===== config.mk =====
export PLATFORM = sky130hd
export DESIGN_NAME = pci_pwr_ctrl
export DESIGN_NICKNAME = d
export VERILOG_FILES = /design/src/rtl/pci_pm_pkg.sv /design/src/rtl/pci_pm_rst_sync.sv /design/src/rtl/pci_pm_fsm.sv /design/src/rtl/pci_pm_pme.sv /design/src/rtl/pci_pwr_ctrl.sv
export SDC_FILE = /design/constraint.sdc
export NUM_CORES = 1
export LEC_CHECK = 0
export BUFFER_PORTS_ARGS = -buffer_cell sky130_fd_sc_hd__buf_4
export CAP_MARGIN = 20
export CORE_UTILIZATION = 33
export DETAILED_ROUTE_END_ITERATION = 6
export PLACE_DENSITY = 0.65
export SETUP_SLACK_MARGIN = 0.15
export SLEW_MARGIN = 20
export SYNTH_ARGS = -nofsm -noshare
export SYNTH_HDL_FRONTEND = slang
export SYNTH_SLANG_ARGS = --single-unit

===== constraint.sdc =====
create_clock -name clk_aux -period 1.5 [get_ports clk_aux]
set_clock_uncertainty 0.05 [all_clocks]
set_input_delay 0.3 -clock clk_aux [delete_from_list [all_inputs] [get_ports clk_aux]]
set_output_delay 0.3 -clock clk_aux [all_outputs]
set_load 0.01 [all_outputs]

===== src/rtl/pci_pm_pkg.sv =====
package pci_pm_pkg;

  typedef enum logic [2:0] {
    PS_D0U = 3'd0,
    PS_D0A = 3'd1,
    PS_D1  = 3'd2,
    PS_D2  = 3'd3,
    PS_D3H = 3'd4,
    PS_D3C = 3'd5
  } pstate_e;

  // PME mask slot for a state: D0 variants share slot 0.
  function automatic logic pme_allowed(input logic [4:0] mask, input pstate_e s);
    case (s)
      PS_D0U, PS_D0A: pme_allowed = mask[0];
      PS_D1:          pme_allowed = mask[1];
      PS_D2:          pme_allowed = mask[2];
      PS_D3H:         pme_allowed = mask[3];
      default:        pme_allowed = mask[4];
    endcase
  endfunction

  // Target of a software state write.
  function automatic pstate_e sw_target(input logic [1:0] code, input pstate_e cur,
                                        input logic mem_io);
    case (code)
      2'd1: sw_target = PS_D1;
      2'd2: sw_target = PS_D2;
      2'd3: sw_target = PS_D3H;
      default: begin
        if (cur == PS_D3H)      sw_target = PS_D0U;
        else if (cur == PS_D0U) sw_target = mem_io ? PS_D0A : PS_D0U;
        else                    sw_target = PS_D0A;
      end
    endcase
  endfunction

endpackage


===== src/rtl/pci_pm_rst_sync.sv =====
module pci_pm_rst_sync #(
  parameter int STAGES = 2
) (
  input  logic clk,
  input  logic arst_n,
  input  logic bus_rst_n,
  output logic rst_lvl,
  output logic rst_rise
);
  logic [STAGES-1:0] sync_q;
  logic              lvl_d;

  always_ff @(posedge clk or negedge arst_n) begin
    if (!arst_n) begin
      sync_q <= '0;
      lvl_d  <= 1'b0;
    end else begin
      sync_q <= {sync_q[STAGES-2:0], bus_rst_n};
      lvl_d  <= sync_q[STAGES-1];
    end
  end

  assign rst_lvl  = sync_q[STAGES-1];
  assign rst_rise = rst_lvl & ~lvl_d;


  r6_single_edge_chk: assert property (@(posedge clk) disable iff (!arst_n)
    rst_rise |=> !rst_rise);
endmodule


===== src/rtl/pci_pm_fsm.sv =====
module pci_pm_fsm
  import pci_pm_pkg::*;
#(
  parameter int NUM_CODES = 4,
  localparam int CODE_W = $clog2(NUM_CODES)
) (
  input  logic              clk,
  input  logic              arst_n,
  input  logic              aux_supply,
  input  logic              main_pwr_ok,
  input  logic              rst_lvl,
  input  logic              rst_rise,
  input  logic              cfg_we,
  input  logic [CODE_W-1:0] cfg_pstate,
  input  logic              cfg_mem_io_en,
  input  logic [NUM_CODES-1:0] pstate_sup,
  output pstate_e           state,
  output logic              ctx_clr,
  output logic              wr_ok,
  output logic              rst_evt
);
  pstate_e state_nxt;
  logic    bus_off;

  assign bus_off = aux_supply & ~main_pwr_ok;
  assign rst_evt = aux_supply ? (rst_rise & main_pwr_ok) : ~rst_lvl;
  assign wr_ok   = cfg_we & rst_lvl & ~bus_off & ~rst_evt & (state != PS_D3C);

  always_comb begin
    state_nxt = state;
    if (bus_off)     state_nxt = PS_D3C;
    else if (rst_evt) state_nxt = PS_D0U;
    else if (wr_ok && pstate_sup[cfg_pstate])
      state_nxt = sw_target(cfg_pstate, state, cfg_mem_io_en);
  end

  always_ff @(posedge clk or negedge arst_n) begin
    if (!arst_n) begin
      state   <= PS_D0U;
      ctx_clr <= 1'b0;
    end else begin
      state   <= state_nxt;
      ctx_clr <= (state_nxt == PS_D0U) && (state != PS_D0U);
    end
  end


  r9_pulse_width_chk: assert property (@(posedge clk) disable iff (!arst_n)
    ctx_clr |=> !ctx_clr);

  r9_pulse_state_chk: assert property (@(posedge clk) disable iff (!arst_n)
    ctx_clr |-> state == PS_D0U);

  r5_level_hold_chk: assert property (@(posedge clk) disable iff (!arst_n)
    (!aux_supply && !rst_lvl) |=> state == PS_D0U);

  r6_low_ignored_chk: assert property (@(posedge clk) disable iff (!arst_n)
    (aux_supply && main_pwr_ok && !rst_lvl) |=> state == $past(state));

  r7_power_loss_chk: assert property (@(posedge clk) disable iff (!arst_n)
    (aux_supply && !main_pwr_ok) |=> state == PS_D3C);
endmodule


===== src/rtl/pci_pm_pme.sv =====
module pci_pm_pme
  import pci_pm_pkg::*;
#(
  parameter int MASK_W = 5
) (
  input  logic              clk,
  input  logic              arst_n,
  input  pstate_e           state,
  input  logic [MASK_W-1:0] pme_mask,
  input  logic              pme_event,
  input  logic              wr_ok,
  input  logic              cfg_pme_en,
  input  logic              cfg_pme_sts_w1c,
  input  logic              rst_evt,
  input  logic              keep_ctx,
  output logic              pme_en,
  output logic              pme_sts,
  output logic              pme_req
);
  logic state_ok, evt_hit, ctx_wipe;

  assign state_ok = pme_allowed(pme_mask, state);
  assign evt_hit  = pme_event & state_ok;
  assign ctx_wipe = rst_evt & ~keep_ctx;

  always_ff @(posedge clk or negedge arst_n) begin
    if (!arst_n) begin
      pme_en  <= 1'b0;
      pme_sts <= 1'b0;
    end else if (ctx_wipe) begin
      pme_en  <= 1'b0;
      pme_sts <= 1'b0;
    end else begin
      if (wr_ok) pme_en <= cfg_pme_en;
      if (evt_hit)                      pme_sts <= 1'b1;
      else if (wr_ok && cfg_pme_sts_w1c) pme_sts <= 1'b0;
    end
  end

  assign pme_req = pme_en & pme_sts & state_ok;


  r8_keep_chk: assert property (@(posedge clk) disable iff (!arst_n)
    (rst_evt && keep_ctx) |=> (pme_en == $past(pme_en)) && (pme_sts || !$past(pme_sts)));

  r8_wipe_chk: assert property (@(posedge clk) disable iff (!arst_n)
    (rst_evt && !keep_ctx) |=> !pme_en && !pme_sts);

  r10_w1c_chk: assert property (@(posedge clk) disable iff (!arst_n)
    (wr_ok && cfg_pme_sts_w1c && !pme_event && !rst_evt) |=> !pme_sts);
endmodule


===== src/rtl/pci_pwr_ctrl.sv =====
module pci_pwr_ctrl
  import pci_pm_pkg::*;
#(
  parameter int SYNC_STAGES = 2,
  parameter int NUM_CODES   = 4,
  parameter int MASK_W      = 5,
  localparam int CODE_W = $clog2(NUM_CODES)
) (
  input  logic                 clk_aux,
  input  logic                 aux_rst_n,
  input  logic                 bus_rst_n,
  input  logic                 main_pwr_ok,
  input  logic                 aux_supply,
  input  logic                 pme_d3cold_cap,
  input  logic [NUM_CODES-1:0] pstate_sup,
  input  logic [MASK_W-1:0]    pme_mask,
  input  logic                 pme_event,
  input  logic                 cfg_we,
  input  logic [CODE_W-1:0]    cfg_pstate,
  input  logic                 cfg_mem_io_en,
  input  logic                 cfg_pme_en,
  input  logic                 cfg_pme_sts_w1c,
  output logic [2:0]           pwr_state,
  output logic                 ctx_clr,
  output logic                 pme_en,
  output logic                 pme_sts,
  output logic                 pme_req
);
  logic    rst_lvl, rst_rise, wr_ok, rst_evt, keep_ctx;
  pstate_e state;

  assign keep_ctx  = aux_supply & pme_d3cold_cap;
  assign pwr_state = state;

  pci_pm_rst_sync #(.STAGES(SYNC_STAGES)) u_sync (
    .clk(clk_aux), .arst_n(aux_rst_n), .bus_rst_n(bus_rst_n),
    .rst_lvl(rst_lvl), .rst_rise(rst_rise));

  pci_pm_fsm #(.NUM_CODES(NUM_CODES)) u_fsm (
    .clk(clk_aux), .arst_n(aux_rst_n), .aux_supply(aux_supply),
    .main_pwr_ok(main_pwr_ok), .rst_lvl(rst_lvl), .rst_rise(rst_rise),
    .cfg_we(cfg_we), .cfg_pstate(cfg_pstate), .cfg_mem_io_en(cfg_mem_io_en),
    .pstate_sup(pstate_sup), .state(state), .ctx_clr(ctx_clr),
    .wr_ok(wr_ok), .rst_evt(rst_evt));

  pci_pm_pme #(.MASK_W(MASK_W)) u_pme (
    .clk(clk_aux), .arst_n(aux_rst_n), .state(state), .pme_mask(pme_mask),
    .pme_event(pme_event), .wr_ok(wr_ok), .cfg_pme_en(cfg_pme_en),
    .cfg_pme_sts_w1c(cfg_pme_sts_w1c), .rst_evt(rst_evt), .keep_ctx(keep_ctx),
    .pme_en(pme_en), .pme_sts(pme_sts), .pme_req(pme_req));
endmodule


==> metrics.md, run 1 <==
| Metric | Value |
|---|---|
| Status | complete, but fails checks |
| Failing checks | negative setup slack |
| Clk network pwr share | a little under a quarter |
| Final antenna-violating net count | 0 |
| Synthesized net count | 77 |
| Die Area | 0.00184 mm^2 |
| Post-Syn Instances | 52 |
| Final Util | 58.7% |
| Top Ports | 29 |
| DRT Wirelength | roughly 1200 um |
| Starting Density | 35.8% |
| Unique cell type count in the Yosys netlist | 25 |
| Synth Area in Compound Gates | between 10% and 20% |
| Std-Cell Rows | 14 |
| Xor and xnor area share after synthesis | 0% |
| Max-cap viol count | 0 |
| Hold slack | 0.107 ns |
| GR Util All Layers | 15.4% |
| Gr ovfl total | 0 |
| 1st-pass router iterations | 2 |
| Syn Area/Cell | 10.6 um^2 |
| Worst Setup End Kind | output pin |
| Sequential-to-total area share from yosys stat | 40.8% |
| PwrDens | 804 mW/mm^2 |
| Leak pwr | roughly 0.00046 uW |
| VDD IR max | 512 uV |
| Largest net degree at the start of global routing | 10 |
| Hold WC Path Type | primary input to register |
| Slew Limit Fails | 0 |
| Layout fillers | 135 |
| Main combinational cell family by area after synthesis | simple AND/OR/NAND/NOR gates |
| ANT cells | 0 |
| Final setup vio count | 2 |
| CTS root buf | clkbuf_4 |
| CTS tree | built |
| Max_slew headroom | 78.9% |
| Simple-gate area share of the yosys netlist | 21.3% |
| Vias/cell | 4.92 |
| Core Area | 0.00154 mm^2 |
| Hold Vio Cnt, Final | 0 |
| Synth Register Bits | 9 |
| Final Net Count | 117 |
| Net switching power | ~200 uW |
| Area of the multi-input gates | 354 um^2 |
| Worst setup SP type | register |
| Drt drc | 0 |
| Sequential power share | 41.4% |
| Internal cell power | between 500 and 600 uW |
| Worst-Skew Late Latency | around 0.25 ns |
| Slew @ Worst Pin | around 0.32 ns |
| Layout cell share with drive strength beyond 1 | between 50% and 60% |
| H-tree depth | 1 |
| Initial antenna violation count | 0 |
| Worst EP arrival | 1.53 ns |
| Unrepaired setup endpoints after global routing | true |
| DR iter-0 viols | 5 |
| Adder-Cell Fraction of Synth Area | 6.80% |
| Pre-CTS WS | -0.263 ns |
| Largest buffer count on any clock path | 2 |
| GP Congestion | 0.829 |
| Sequential Area | 228 um^2 |
| Final period util | 125% |
| Total CTS buffers | 3 |
| Die X | 42.9 um |
| Synthesis Warnings | 0 |
| CP Max Fanout | 4 |
| Combinational Power Share | 35.1% |
| Die height | ~43 um |
| Highest achievable clock rate | 532 MHz |
| CP Class | register to output pin |
| Area Growth Syn to Fin | 63.9% |
| Mapped Area | ~550 um^2 |
| Req. time, crit path | 1.15 ns |
| Post-layout min period | 1.88 ns |
| Final worst slack | -0.381 ns |
| Drt wl/cell | 11.4 um |
| First-pass GRT wire length | ~2100 um |
| Vias in the first global route | 515 |
| Switching share of total power | 27.9% |
| Port bufs | 28 |
| Via count | between 500 and 600 |
| Mux cell area share after synthesis | 15.2% |
| Reg clk slew, reported paths | 0.05 ns |
| # clock sinks | 9 |
==> cells by family after synthesis <==
family,count (synthesis)
and+or+nand+nor,20
buffers and inverters,2
DFF,9
AOI/OAI and AO/OA,11
adders and majority gates,3
muxes,7
==> stage by stage <==
| stage | instances | total power, uW | TNS [ns] | cell area (um^2) |
|---|---|---|---|---|
| after detailed placement | 101 | 554 | -0.531 | 852 |
| after CTS | 107 | 741 | -0.619 | 900 |
| after floorplan | 52 | 423 | -0.117 | 584 |
| after global placement | 101 | 553 | -0.500 | 852 |
| after global routing | 107 | 788 | -1.03 | 905 |
| final | 107 | 728 | -0.559 | 905 |
==> per-layer routing <==
layer	track usage, %	up-vias	share of wire [%]
met5	0	-	0
met3	2.98	0	3.3
met4	9.38	0	0
met2	24.2	13	49
met1	19.1	241	48
li1	-	272	-
==> cell usage after synthesis <==
cell	n	area, um^2
nand4b_1	1	8.76
a31oi_1	1	6.26
o22ai_1	1	6.26
nor4_2	1	12.5
a21oi_1	1	5.00
nand4_2	1	12.5
inv_1	2	7.51
a21o_1	1	7.51
mux2i_1	5	50.1
ha_1	3	37.5
a211oi_2	1	12.5
a21boi_1	1	7.51
nand3_1	1	5.00
mux4_2	1	22.5
a21bo_2	1	10.0
nand2b_1	3	18.8
dfrtp_1	9	225
o21ai_1	2	10.0
and3_1	1	6.26
mux2_1	1	11.3
nand2_1	4	15.0
a211oi_1	2	15.0
nor3_1	1	5.00
nor2_1	6	22.5
nand3b_2	1	11.3
==> power by group through the flow <==
stage,clock [uW],sequential [uW],combinational (uW)
global placement,0,305,248
detailed placement,0,305,249
finish,171,301,255
floorplan,0,314,109
CTS,182,301,258
global route,201,304,283
==> critical path: stages, from the launching register on <==
cell	delay, ns
dfrtp_2	0.45
nor2_4	0.11
mux2_4	0.30
a21o_1	0.17
and3_4	0.15
buf_6	0.11
==> placed cells by master, fill, tap and decap left out, types with 3 or more instances in the layout <==
| master | count |
|---|---|
| buf_4 | 33 |
| clkbuf_4 | 3 |
| dfrtp_1 | 7 |
| ha_1 | 3 |
| mux2i_1 | 5 |
| nand2_1 | 4 |
| nand2b_1 | 3 |
| nor2_1 | 5 |
==> path summary, 6_finish.rpt <==
kind | startpoint | to | slack (ns) | cells after the start
hold / removal | bus_rst_n | u_sync.sync_q[0] | 0.11 | 1
min in group asynchronous | aux_rst_n | u_pme.pme_sts | 0.36 | 2
max in group asynchronous | aux_rst_n | u_fsm.state[0] | 0.90 | 2
hold reg to reg | u_sync.sync_q[0] | u_sync.sync_q[1] | 0.30 | 0
setup reg to reg | u_fsm.state[1] | u_fsm.ctx_clr | -0.18 | 6
setup / recovery | u_fsm.state[0] | pme_req | -0.38 | 5
==> sequential cells by signal (all words and copies together) (netlist names) <==
register       count
u_pme.pme_sts      1
u_fsm.ctx_clr      1
u_fsm.state        3
u_sync.sync_q      2
u_sync.lvl_d       1
u_pme.pme_en       1
==> layout make-up <==
class | count | share of cell area, %
multi-input cells | 41 | 39.1
repair buffers | 35 | 29.7
flip-flops and latches | 9 | 25.2
clock buffers | 4 | 2.90
well taps | 16 | 2.21
inverters | 2 | 0.830
==> timing repair <==
item | 4_1_cts | 5_1_grt
hold buffers | 1 | 0
setup buffers | 1 | 0
hold endpoints to repair | 9 | 0
pin swaps | 2 | 1
setup endpoints to repair | 7 | 8
gates resized for setup | 1 | 1
(Power assumes the default switching activity.)
==> run 2, diff against run 1 <==
- CELL_PAD_IN_SITES_DETAIL_PLACEMENT: unset -> 1
- CELL_PAD_IN_SITES_GLOBAL_PLACEMENT: unset -> 1
- CORE_UTILIZATION: 33 -> 28
- PLACE_DENSITY: 0.65 -> 0.73
- clock period: 1.5 -> 1.7 ns (I/O delays scaled with it)
==> run 2 against run 1 <==
Compared with the run above:
- register-to-register slack better by 0.21 ns
- wire length up 21%
- clock power down 6%
- design area up 1.5%
- highest routed layer unchanged
- sequential share of layout area down 0.38 points
- clock-buffer cell count unchanged
- largest cell class unchanged
- the flow still finishes with violations (negative setup slack)
- sequential power down 11%
- combinational power down 7%
- worst hold slack better by 0.033 ns
- largest power group unchanged
- die area up 17%
==> metrics.md, run 2 (same netlist as run 1, synthesis figures left out) <==
| Metric | Value |
|---|---|
| Std-Cell Rows | 15 |
| # clock sinks | 9 |
| Final Net Count | 118 |
| Via count | ~540 |
| Reg2Reg Depth | 6 |
| Area Growth Syn to Fin | 66.4% |
| Port bufs | 28 |
| Worst-Skew Late Latency | 0.25 ns |
| Hold endpoint | u_sync.sync_q[0] |
| 1st-pass router iterations | 4 |
| FF-to-FF End | u_fsm.ctx_clr |
| GR Util All Layers | 15.9% |
| Reg clk slew, reported paths | 0.06 ns |
| CTS tree | built |
| Total CTS buffers | 3 |
| Unrepaired setup endpoints after global routing | true |
| Flop2flop setup slack | 0.03 ns |
| Initial antenna violation count | 0 |
| Core Area | 0.00178 mm^2 |
| Die Area | 0.00215 mm^2 |
| Most common cell after layout, fill and taps aside | buf_4 |
| Worst Setup End Kind | output pin |
| Max Used Layer | met3 |
| Layout cell share with drive strength beyond 1 | about 54% |
| Final antenna-violating net count | 0 |
| Fin area | roughly 920 um^2 |
| Leak pwr | 0.000458 uW |
| Slowest cell on the critical path | dfrtp_2 |
| GP Congestion | between 0.6 and 0.7 |
| Worst hold path startpoint | bus_rst_n |
| Worst setup SP type | register |
| Inst Count DP | 109 |
| Top Ports | 29 |
| Largest buffer count on any clock path | 2 |
| Req. time, crit path | 1.31 ns |
| Highest-count cells in the layout ignoring fill and taps | 34 x buf_4, 7 x dfrtp_1, 5 x mux2i_1, 5 x nor2_1, 4 x nand2_1 |
| Setup tns final | -0.250 ns |
| H-tree depth | 1 |
| WL met1 | 682 um |
| CP peak stage delay | 0.45 ns |
| Gr ovfl total | 0 |
| Vias in the first global route | 566 |
| Status | complete, but fails checks |
| Largest net degree at the start of global routing | 10 |
| First-pass GRT wire length | ~2400 um |
| Max-cap viol count | 0 |
| Final Util | slightly above 50% |
| CTS root buf | clkbuf_4 |
| Reg2reg start | u_fsm.state[1] |
| Vias/cell | 4.65 |
| Slew @ Worst Pin | 0.305 ns |
| Post-layout min period | about 2 ns |
| Biggest regs | u_fsm.state: 3 flops, u_sync.sync_q: 2 flops |
| Drt wl/cell | 12.7 um |
| DRT Wirelength | 1480 um |
| Die X | 46.4 um |
| Worst EP arrival | about 1.6 ns |
| VDD IR max | 471 uV |
| PwrDens | 723 mW/mm^2 |
| CP Max Fanout | 4 |
| Area after DPL | roughly 850 um^2 |
| CP Class | register to output pin |
| Number of flip-flops in the largest register | 3 |
| Final period util | 115% |
| Starting Density | 30.9% |
| Failing checks | negative setup slack |
| Drt drc | 0 |
| Metal2 WL | 738 um |
| ANT cells | 0 |
| Final setup vio count | 1 |
| Hold Vio Cnt, Final | 0 |
| Max_slew headroom | 79.6% |
| Largest Register | u_fsm.state |
| Critical path, cell by cell | nor2_4, mux2_4, a21o_1, and3_4, buf_6 |
| Pre-CTS WS | -0.0821 ns |
| Highest achievable clock rate | 513 MHz |
| Hold WC Path Type | primary input to register |
| Final worst slack | -0.250 ns |
| Cell Count, Final, Fillers Out | ~120 |
| Die height | 46.4 um |
| DR iter-0 viols | 5 |
| Slew Limit Fails | 0 |
| Met3 Routed Length | about 62 um |
| Hold path depth | 1 |
==> run 2: cell types whose count changed in the layout (fill, tap and decap cells not counted) <==
cell / previous run / this run
buf_4: 33 / 34
nand3_2: 1 / 0
nand3_1: 0 / 1
==> run 2: timing repair <==
item | CTS | global route
hold buffers | 1 | 0
pin swaps | 2 | 3
endpoints found under the hold margin | 9 | 0
resized for setup | 2 | 0
setup buffers | 2 | 1
setup endpoints to repair | 4 | 5
==> run 2: worst max path at each step <==
| stage | start | end | slack (ns) | cells past startpoint |
|---|---|---|---|---|
| after floorplan | u_fsm.state[0] | pme_req | 0.09 | 4 |
| after global placement | cfg_pstate[0] | u_fsm.ctx_clr | -0.05 | 6 |
| after detailed placement | cfg_pstate[0] | u_fsm.ctx_clr | -0.08 | 6 |
| after CTS | u_fsm.state[0] | pme_req | -0.27 | 5 |
| after global routing | u_fsm.state[0] | pme_req | -0.31 | 5 |
| final | u_fsm.state[0] | pme_req | -0.25 | 5 |
==> run 2: where the power goes <==
group          internal (uW)  switching (uW)
clock                   90.1            69.5
combinational            140            96.6
sequential               239            27.8
total                    470             194
==> run 2: routing by layer <==
| metal | GRT usage [%] | vias to the layer above |
|---|---|---|
| li1 | - | 272 |
| met1 | 19.6 | 256 |
| met2 | 26.9 | 16 |
| met3 | 2.35 | 0 |
| met4 | 7.06 | 0 |
| met5 | 0 | - |
==> run 2: per-stage QoR <==
stage	hold WS (ns)	total power, uW
finish	0.140	664
global route	0.124	706
CTS	0.125	673
detailed placement	0.118	492
global placement	0.114	486
floorplan	-0.00559	372
==> run 2: cell type report <==
class	instances	area, um^2
Multi-Input combinational cell	41	349
Fill cell	211	865
Tap cell	25	31.3
Timing Repair Buffer	36	277
Clock buffer	4	26.3
Inverter	2	7.51
Sequential cell	9	228
==> run 2: critical path: cells and delay by family (launching register included) <==
kind / cells / cell delay (ns)
mux: 1 / 0.30
flops: 1 / 0.45
simple gates: 2 / 0.28
buf+inv: 1 / 0.11
compound gates: 1 / 0.16
